===== src/rtl/mix_pkg.sv =====
package mix_pkg;
  localparam int DW   = 16;
  localparam int AW   = 7;
  localparam int VW   = 5;
  localparam int N_ST = 5;
  localparam int N_MO = 2;
  localparam int N_CT = 5;

  localparam logic [AW-1:0] A_RESET = 7'h00;
  localparam logic [AW-1:0] A_EXTID = 7'h28;
  localparam logic [AW-1:0] A_VID1  = 7'h7C;
  localparam logic [AW-1:0] A_VID2  = 7'h7E;

  localparam logic [AW-1:0] ST_ADDR [N_ST] = '{7'h02, 7'h10, 7'h12, 7'h16, 7'h18};
  localparam logic [DW-1:0] ST_RST  [N_ST] = '{16'h8000, 16'h8808, 16'h8808, 16'h8808, 16'h8808};
  localparam logic [AW-1:0] MO_ADDR [N_MO] = '{7'h0C, 7'h0E};
  localparam logic [DW-1:0] MO_RST  [N_MO] = '{16'h8008, 16'h8008};

  // control slots: record select, record gain, general, 3D, power-down
  localparam int C_RSEL  = 0;
  localparam int C_RGAIN = 1;
  localparam int C_GP    = 2;
  localparam int C_3D    = 3;
  localparam int C_PD    = 4;
  localparam logic [AW-1:0] CT_ADDR [N_CT] = '{7'h1A, 7'h1C, 7'h20, 7'h22, 7'h26};
  localparam logic [DW-1:0] CT_MASK [N_CT] = '{16'h0707, 16'h8F0F, 16'h2000, 16'h0003, 16'hFF00};
  localparam logic [DW-1:0] CT_RST  [N_CT] = '{16'h0000, 16'h8000, 16'h0000, 16'h0000, 16'h0000};

  localparam logic [DW-1:0] EXTID_VAL = 16'h0600;
  localparam logic [DW-1:0] VID1_VAL  = 16'h414C;
  localparam logic [DW-1:0] VID2_VAL  = 16'h4730;

  function automatic logic [VW-1:0] sat_code(input logic [VW:0] v);
    return v[VW] ? {VW{1'b1}} : v[VW-1:0];
  endfunction
endpackage


===== src/rtl/mix_vol_reg.sv =====
module mix_vol_reg
  import mix_pkg::*;
#(
  parameter bit            STEREO  = 1'b1,
  parameter logic [DW-1:0] RST_VAL = 16'h8808
) (
  input  logic          clk_i,
  input  logic          rst_ni,
  input  logic          clr_i,
  input  logic          we_i,
  input  logic [DW-1:0] wdata_i,
  output logic [DW-1:0] q_o
);
  logic [DW-1:0] nxt;
  logic          unused_rsv;

  assign unused_rsv = ^{wdata_i[14], wdata_i[7:6]};

  always_comb begin
    nxt          = '0;
    nxt[15]      = wdata_i[15];
    nxt[VW-1:0]  = sat_code(wdata_i[VW:0]);
    if (STEREO) nxt[8+:VW] = sat_code(wdata_i[8+:VW+1]);
  end

  always_ff @(posedge clk_i or negedge rst_ni) begin
    if (!rst_ni)    q_o <= RST_VAL;
    else if (clr_i) q_o <= RST_VAL;
    else if (we_i)  q_o <= nxt;
  end

  p_sat_right_r2: assert property (@(posedge clk_i) disable iff (!rst_ni)
    we_i && !clr_i && wdata_i[VW] |=> q_o[VW-1:0] == {VW{1'b1}});

  if (STEREO) begin : g_left_chk
    p_sat_left_r2: assert property (@(posedge clk_i) disable iff (!rst_ni)
      we_i && !clr_i && wdata_i[8+VW] |=> q_o[8+:VW] == {VW{1'b1}});
  end

  p_soft_clr_r5: assert property (@(posedge clk_i) disable iff (!rst_ni)
    clr_i |=> q_o == RST_VAL);

  p_hold_r6: assert property (@(posedge clk_i) disable iff (!rst_ni)
    !we_i && !clr_i |=> $stable(q_o));
endmodule


===== src/rtl/mix_ctl_regs.sv =====
module mix_ctl_regs
  import mix_pkg::*;
(
  input  logic                     clk_i,
  input  logic                     rst_ni,
  input  logic                     clr_i,
  input  logic [N_CT-1:0]          we_i,
  input  logic [DW-1:0]            wdata_i,
  output logic [N_CT-1:0][DW-1:0]  q_o
);
  for (genvar k = 0; k < N_CT; k++) begin : g_ct
    always_ff @(posedge clk_i or negedge rst_ni) begin
      if (!rst_ni)      q_o[k] <= CT_RST[k];
      else if (clr_i)   q_o[k] <= CT_RST[k];
      else if (we_i[k]) q_o[k] <= wdata_i & CT_MASK[k];
    end

    p_ct_clr_r5: assert property (@(posedge clk_i) disable iff (!rst_ni)
      clr_i |=> q_o[k] == CT_RST[k]);
  end

  p_one_we_r6: assert property (@(posedge clk_i) disable iff (!rst_ni)
    $onehot0(we_i));
endmodule


===== src/rtl/mix_rd_mux.sv =====
module mix_rd_mux
  import mix_pkg::*;
#(
  parameter logic [DW-1:0] CAP_WORD = 16'h0400,
  parameter int            PSW      = 4
) (
  input  logic [AW-1:0]            addr_i,
  input  logic [N_ST-1:0][DW-1:0]  st_q_i,
  input  logic [N_MO-1:0][DW-1:0]  mo_q_i,
  input  logic [N_CT-1:0][DW-1:0]  ct_q_i,
  input  logic [PSW-1:0]           pd_status_i,
  output logic [DW-1:0]            rd_val_o
);
  localparam int PAD = 8 - PSW;

  logic [DW-1:0] pd_word;
  assign pd_word = {ct_q_i[C_PD][15:8], {PAD{1'b0}}, pd_status_i};

  always_comb begin
    rd_val_o = '0;
    for (int i = 0; i < N_ST; i++)
      if (addr_i == ST_ADDR[i]) rd_val_o = st_q_i[i];
    for (int j = 0; j < N_MO; j++)
      if (addr_i == MO_ADDR[j]) rd_val_o = mo_q_i[j];
    for (int k = 0; k < N_CT; k++)
      if (addr_i == CT_ADDR[k]) rd_val_o = (k == C_PD) ? pd_word : ct_q_i[k];
    case (addr_i)
      A_RESET: rd_val_o = CAP_WORD;
      A_EXTID: rd_val_o = EXTID_VAL;
      A_VID1:  rd_val_o = VID1_VAL;
      A_VID2:  rd_val_o = VID2_VAL;
      default: ;
    endcase
  end
endmodule


===== src/rtl/mix_regfile.sv =====
module mix_regfile
  import mix_pkg::*;
#(
  parameter logic [15:0] CAP_WORD = 16'h0400,
  parameter int          PSW      = 4
) (
  input  logic                 clk_i,
  input  logic                 rst_ni,
  input  logic [6:0]           addr_i,
  input  logic [15:0]          wdata_i,
  input  logic                 wr_en_i,
  input  logic                 rd_en_i,
  output logic [15:0]          rdata_o,
  input  logic [PSW-1:0]       pd_status_i,
  output logic [4:0]           st_mute_o,
  output logic [24:0]          st_left_o,
  output logic [24:0]          st_right_o,
  output logic [1:0]           mono_mute_o,
  output logic [9:0]           mono_vol_o,
  output logic [2:0]           rec_sel_l_o,
  output logic [2:0]           rec_sel_r_o,
  output logic                 rec_mute_o,
  output logic [3:0]           rec_gain_l_o,
  output logic [3:0]           rec_gain_r_o,
  output logic                 spatial_en_o,
  output logic [1:0]           depth_o,
  output logic [7:0]           pd_req_o
);
  logic                    wr_even;
  logic                    soft_clr;
  logic [N_ST-1:0]         st_we;
  logic [N_MO-1:0]         mo_we;
  logic [N_CT-1:0]         ct_we;
  logic [N_ST-1:0][DW-1:0] st_q;
  logic [N_MO-1:0][DW-1:0] mo_q;
  logic [N_CT-1:0][DW-1:0] ct_q;
  logic [DW-1:0]           rd_val;

  assign wr_even  = wr_en_i && !addr_i[0];
  assign soft_clr = wr_en_i && (addr_i == A_RESET);

  for (genvar i = 0; i < N_ST; i++) begin : g_st
    assign st_we[i] = wr_even && (addr_i == ST_ADDR[i]);
    mix_vol_reg #(.STEREO(1'b1), .RST_VAL(ST_RST[i])) u_vol (
      .clk_i, .rst_ni, .clr_i(soft_clr), .we_i(st_we[i]),
      .wdata_i, .q_o(st_q[i])
    );
    assign st_mute_o[i]         = st_q[i][15];
    assign st_left_o[i*VW+:VW]  = st_q[i][8+:VW];
    assign st_right_o[i*VW+:VW] = st_q[i][0+:VW];
  end

  for (genvar j = 0; j < N_MO; j++) begin : g_mo
    assign mo_we[j] = wr_even && (addr_i == MO_ADDR[j]);
    mix_vol_reg #(.STEREO(1'b0), .RST_VAL(MO_RST[j])) u_vol (
      .clk_i, .rst_ni, .clr_i(soft_clr), .we_i(mo_we[j]),
      .wdata_i, .q_o(mo_q[j])
    );
    assign mono_mute_o[j]        = mo_q[j][15];
    assign mono_vol_o[j*VW+:VW]  = mo_q[j][0+:VW];
  end

  for (genvar k = 0; k < N_CT; k++) begin : g_ctwe
    assign ct_we[k] = wr_even && (addr_i == CT_ADDR[k]);
  end

  mix_ctl_regs u_ctl (
    .clk_i, .rst_ni, .clr_i(soft_clr), .we_i(ct_we), .wdata_i, .q_o(ct_q)
  );

  mix_rd_mux #(.CAP_WORD(CAP_WORD), .PSW(PSW)) u_mux (
    .addr_i, .st_q_i(st_q), .mo_q_i(mo_q), .ct_q_i(ct_q),
    .pd_status_i, .rd_val_o(rd_val)
  );

  always_ff @(posedge clk_i or negedge rst_ni) begin
    if (!rst_ni)      rdata_o <= '0;
    else if (rd_en_i) rdata_o <= rd_val;
  end

  assign rec_sel_l_o  = ct_q[C_RSEL][10:8];
  assign rec_sel_r_o  = ct_q[C_RSEL][2:0];
  assign rec_mute_o   = ct_q[C_RGAIN][15];
  assign rec_gain_l_o = ct_q[C_RGAIN][11:8];
  assign rec_gain_r_o = ct_q[C_RGAIN][3:0];
  assign spatial_en_o = ct_q[C_GP][13];
  assign depth_o      = spatial_en_o ? ct_q[C_3D][1:0] : 2'b00;
  assign pd_req_o     = ct_q[C_PD][15:8];

  p_odd_rd_r6: assert property (@(posedge clk_i) disable iff (!rst_ni)
    rd_en_i && addr_i[0] |=> rdata_o == 16'h0000);

  p_vid1_r7: assert property (@(posedge clk_i) disable iff (!rst_ni)
    rd_en_i && addr_i == A_VID1 |=> rdata_o == 16'h414C);

  p_cap_r5: assert property (@(posedge clk_i) disable iff (!rst_ni)
    rd_en_i && addr_i == A_RESET |=> rdata_o == CAP_WORD);

  p_rd_hold_r4: assert property (@(posedge clk_i) disable iff (!rst_ni)
    !rd_en_i |=> $stable(rdata_o));

  p_pd_stat_r8: assert property (@(posedge clk_i) disable iff (!rst_ni)
    rd_en_i && addr_i == CT_ADDR[C_PD] |=> rdata_o[PSW-1:0] == $past(pd_status_i));

  p_pd_req_r8: assert property (@(posedge clk_i) disable iff (!rst_ni)
    wr_en_i && addr_i == CT_ADDR[C_PD] |=> pd_req_o == $past(wdata_i[15:8]));
endmodule


===== config.mk =====
export PLATFORM = sky130hd
export DESIGN_NAME = mix_regfile
export DESIGN_NICKNAME = d
export VERILOG_FILES = /design/src/rtl/mix_pkg.sv /design/src/rtl/mix_vol_reg.sv /design/src/rtl/mix_ctl_regs.sv /design/src/rtl/mix_rd_mux.sv /design/src/rtl/mix_regfile.sv
export SDC_FILE = /design/constraint.sdc
export NUM_CORES = 1
export LEC_CHECK = 0
export BUFFER_PORTS_ARGS = -buffer_cell sky130_fd_sc_hd__buf_2
export CAP_MARGIN = 20
export CORE_MARGIN = 2
export CORE_UTILIZATION = 52
export DETAILED_ROUTE_END_ITERATION = 10
export GPL_ROUTABILITY_DRIVEN = 0
export PLACE_DENSITY = 0.86
export SLEW_MARGIN = 20
export SYNTH_ARGS = -nofsm -noshare
export SYNTH_HDL_FRONTEND = slang
export SYNTH_HIERARCHICAL = 1
export SYNTH_SLANG_ARGS = --single-unit

===== constraint.sdc =====
create_clock -name clk_i -period 1.7 [get_ports clk_i]
set_input_delay 0.085 -clock clk_i [delete_from_list [all_inputs] [get_ports clk_i]]
set_output_delay 0.085 -clock clk_i [all_outputs]
set_load 0.03 [all_outputs]

==> summary.md <==
| Metric | Value |
|---|---|
| Startpoint Class | register |
| Drt first-iter violations | 957 |
| Drt wl/cell | 20.3 um |
| Initial core utilization | 0.530 |
| Met2 GRT Util | 0.519 |
| Ys Warns | 6 |
| Avg Cell Area, Syn | 9.00 um2 |
| Clk Latency, worst-skew pair | 0.37 ns |
| # IOs | 140 |
| Slew HR | 0.568 |
| DRT Pass-1 Iters | 8 |
| Setup ws final | 0.0106 ns |
| Mean number of vias per cell | 6.11 |
| Post-route ant nets | 0 |
| Total of max-cap violations | 0 |
| Synth Instances | 888 |
| Buffers and inverters on the worst path | 0 |
| Port Buffers | 137 |
| Core area | 15100 um2 |
| Final min period | 1.69 ns |
| Most frequent cells in the layout | nor2_1 (180), buf_4 (161), buf_2 (134), conb_1 (91), dfrtp_1 (90) |
| Worst Max-Slew Pin Slew | 0.648 ns |
| Static leakage | 4.70 nW |
| H-tree levels | 3 |
| CTS tree | built |
| Max Clock Skew | 0.0102 ns |
| Die Area | 16400 um2 |
| Largest net degree at the start of global routing | 44 |
| Clock-pin slew on the worst setup and hold paths | 0.08 ns |
| Final instance area | 10100 um2 |
| Post-Synthesis Cell Area | 8000 um2 |
| Worst Path Max Fanout | 2 |
| Fin. max-slew vios | 0 |
| Number of global-route vias before repair | 7775 |
| Maximum buffer depth of the clock tree | 2 |
| Worst Path Required | 1.95 ns |
| Final setup fails | 0 |
| Worst ir drop on vdd | 0.000604 V |
| Max Freq | 0.592 GHz |
| Worst hold path class | in -> reg |
| Crit end category | register |
| CP top delay family | compound AO/OA/AOI/OAI gates |
| CP peak stage delay | 0.42 ns |
| Critical path cell sequence | or3b_4 > o2111ai_2 > a21oi_2 > o21ai_1 > o211ai_1 > mux2_4 |
| Detailed Place HPWL | 19900 um |
| Setup_tns | 0 ns |
| Final Hold Viols | 0 |
| Fillers | 1097 |
| Met3 Resource Use GR | 0.0680 |
| # nets final | 1173 |
| Total track usage | 0.333 |
| Share of layout cells above drive strength 1 | 0.406 |
| RSZ-0062 raised after global routing | true |
| Root Driver | clkbuf_16 |
| Worst slack, placed | -0.502 ns |
| Layout area overhead | 26.3% |
| Via Count | 8151 |
| Clock sinks | 109 |
| Status | finished clean |
| Initial antenna violation count | 0 |
| Final wirelength | 27100 um |
| Overflow after GRT | 0 |
| Global routing's busiest layer | met2 |
| DR DRC count | 0 |
| M1 GR Usage | 0.453 |
| Chip height | 128 um |
| Die W | 128 um |
| N_diodes | 0 |
| First-pass GRT wire length | 42400 um |
| Commonest non-fill, non-tap cell in the layout | nor2_1 |
| WS Path Type | reg -> reg |
| WP data arrival | 1.94 ns |
| Site Rows | 45 |
| DP Area | 9660 um2 |
| Num CTS Buffers | 9 |
| Slowest CP cell | dfrtp_2 |
| PD cells | 771 nW/um2 |
| Fin crit share | 0.994 |
==> timing repair <==
action                                 in CTS  in global routing
resized for setup                          12                 22
setup buffers                               1                  0
pin swaps                                   7                  9
hold buffers                                2                  0
setup endpoints to repair                   7                 15
endpoints found under the hold margin      48                  0
==> layout make-up <==
class                      instances  area (um2)  area share
clock buffer                      12         246      0.0244
clock inverter                     4        30.0     0.00297
inverter                           3        11.3     0.00111
multi-input combinational        706        4640       0.460
sequential                       109        2750       0.272
tap                              188         235      0.0233
timing repair buffer             313        2180       0.216
==> per-layer routing <==
layer	wire, um	vias up	share of wire
li1	-	3536	-
met1	10400	3894	0.38
met2	12400	628	0.46
met3	3110	93	0.11
met4	1160	0	0.043
met5	0	-	0
==> per-stage QoR <==
| stage | total power [mW] | cells | hold WS [ns] | util |
|---|---|---|---|---|
| 2_1_floorplan | 4.80 | 971 | -0.211 | - |
| 3_3_place_gp | 5.57 | 1316 | 0.0222 | 0.640 |
| 3_5_place_dp | 5.64 | 1316 | 0.0272 | 0.640 |
| 4_1_cts | 7.71 | 1335 | 0.0898 | 0.664 |
| 5_1_grt | 8.05 | 1335 | 0.121 | 0.669 |
| 6_report | 7.79 | 1335 | 0.0941 | 0.669 |
==> path summary, 6_finish.rpt <==
| check | from | endpoint | slack (ns) | depth (start not counted) |
|---|---|---|---|---|
| max | g_st[2].u_vol/q_o[8]$_DFFE_PN0P_ | rdata_o[8]$_DFFE_PN0P_ | 0.01 | 6 |
| min | wdata_i[4] | g_mo[0].u_vol/q_o[4]$_DFFE_PN0P_ | 0.09 | 3 |
| max reg2reg | g_st[2].u_vol/q_o[8]$_DFFE_PN0P_ | rdata_o[8]$_DFFE_PN0P_ | 0.01 | 6 |
| min reg2reg | rdata_o[3]$_DFFE_PN0P_ | rdata_o[3]$_DFFE_PN0P_ | 0.50 | 1 |
| max in group asynchronous | rst_ni | g_st[1].u_vol/q_o[3]$_DFFE_PN1P_ | 0.87 | 3 |
| min in group asynchronous | rst_ni | u_ctl/q_o[78]$_DFFE_PN0P_ | 0.18 | 2 |
==> flip-flops by register name, indices dropped and copies added (netlist names) <==
name / count
u_ctl/q_o: 26
g_mo.u_vol/q_o: 12
rdata_o: 16
g_st.u_vol/q_o: 55
==> worst register-to-register path: cells and delay by family (launching register included) <==
kind,cells,cell delay [ns]
AOI/OAI and AO/OA,4,0.50
DFF,1,0.42
and+or+nand+nor,1,0.37
muxes,1,0.27
==> where the power goes <==
group	leakage (nW)	internal, mW	switching, mW
Combinational	3.16	0.874	1.54
Clock	0.134	1.04	1.02
Sequential	1.41	2.97	0.335
(Power assumes the default switching activity.)
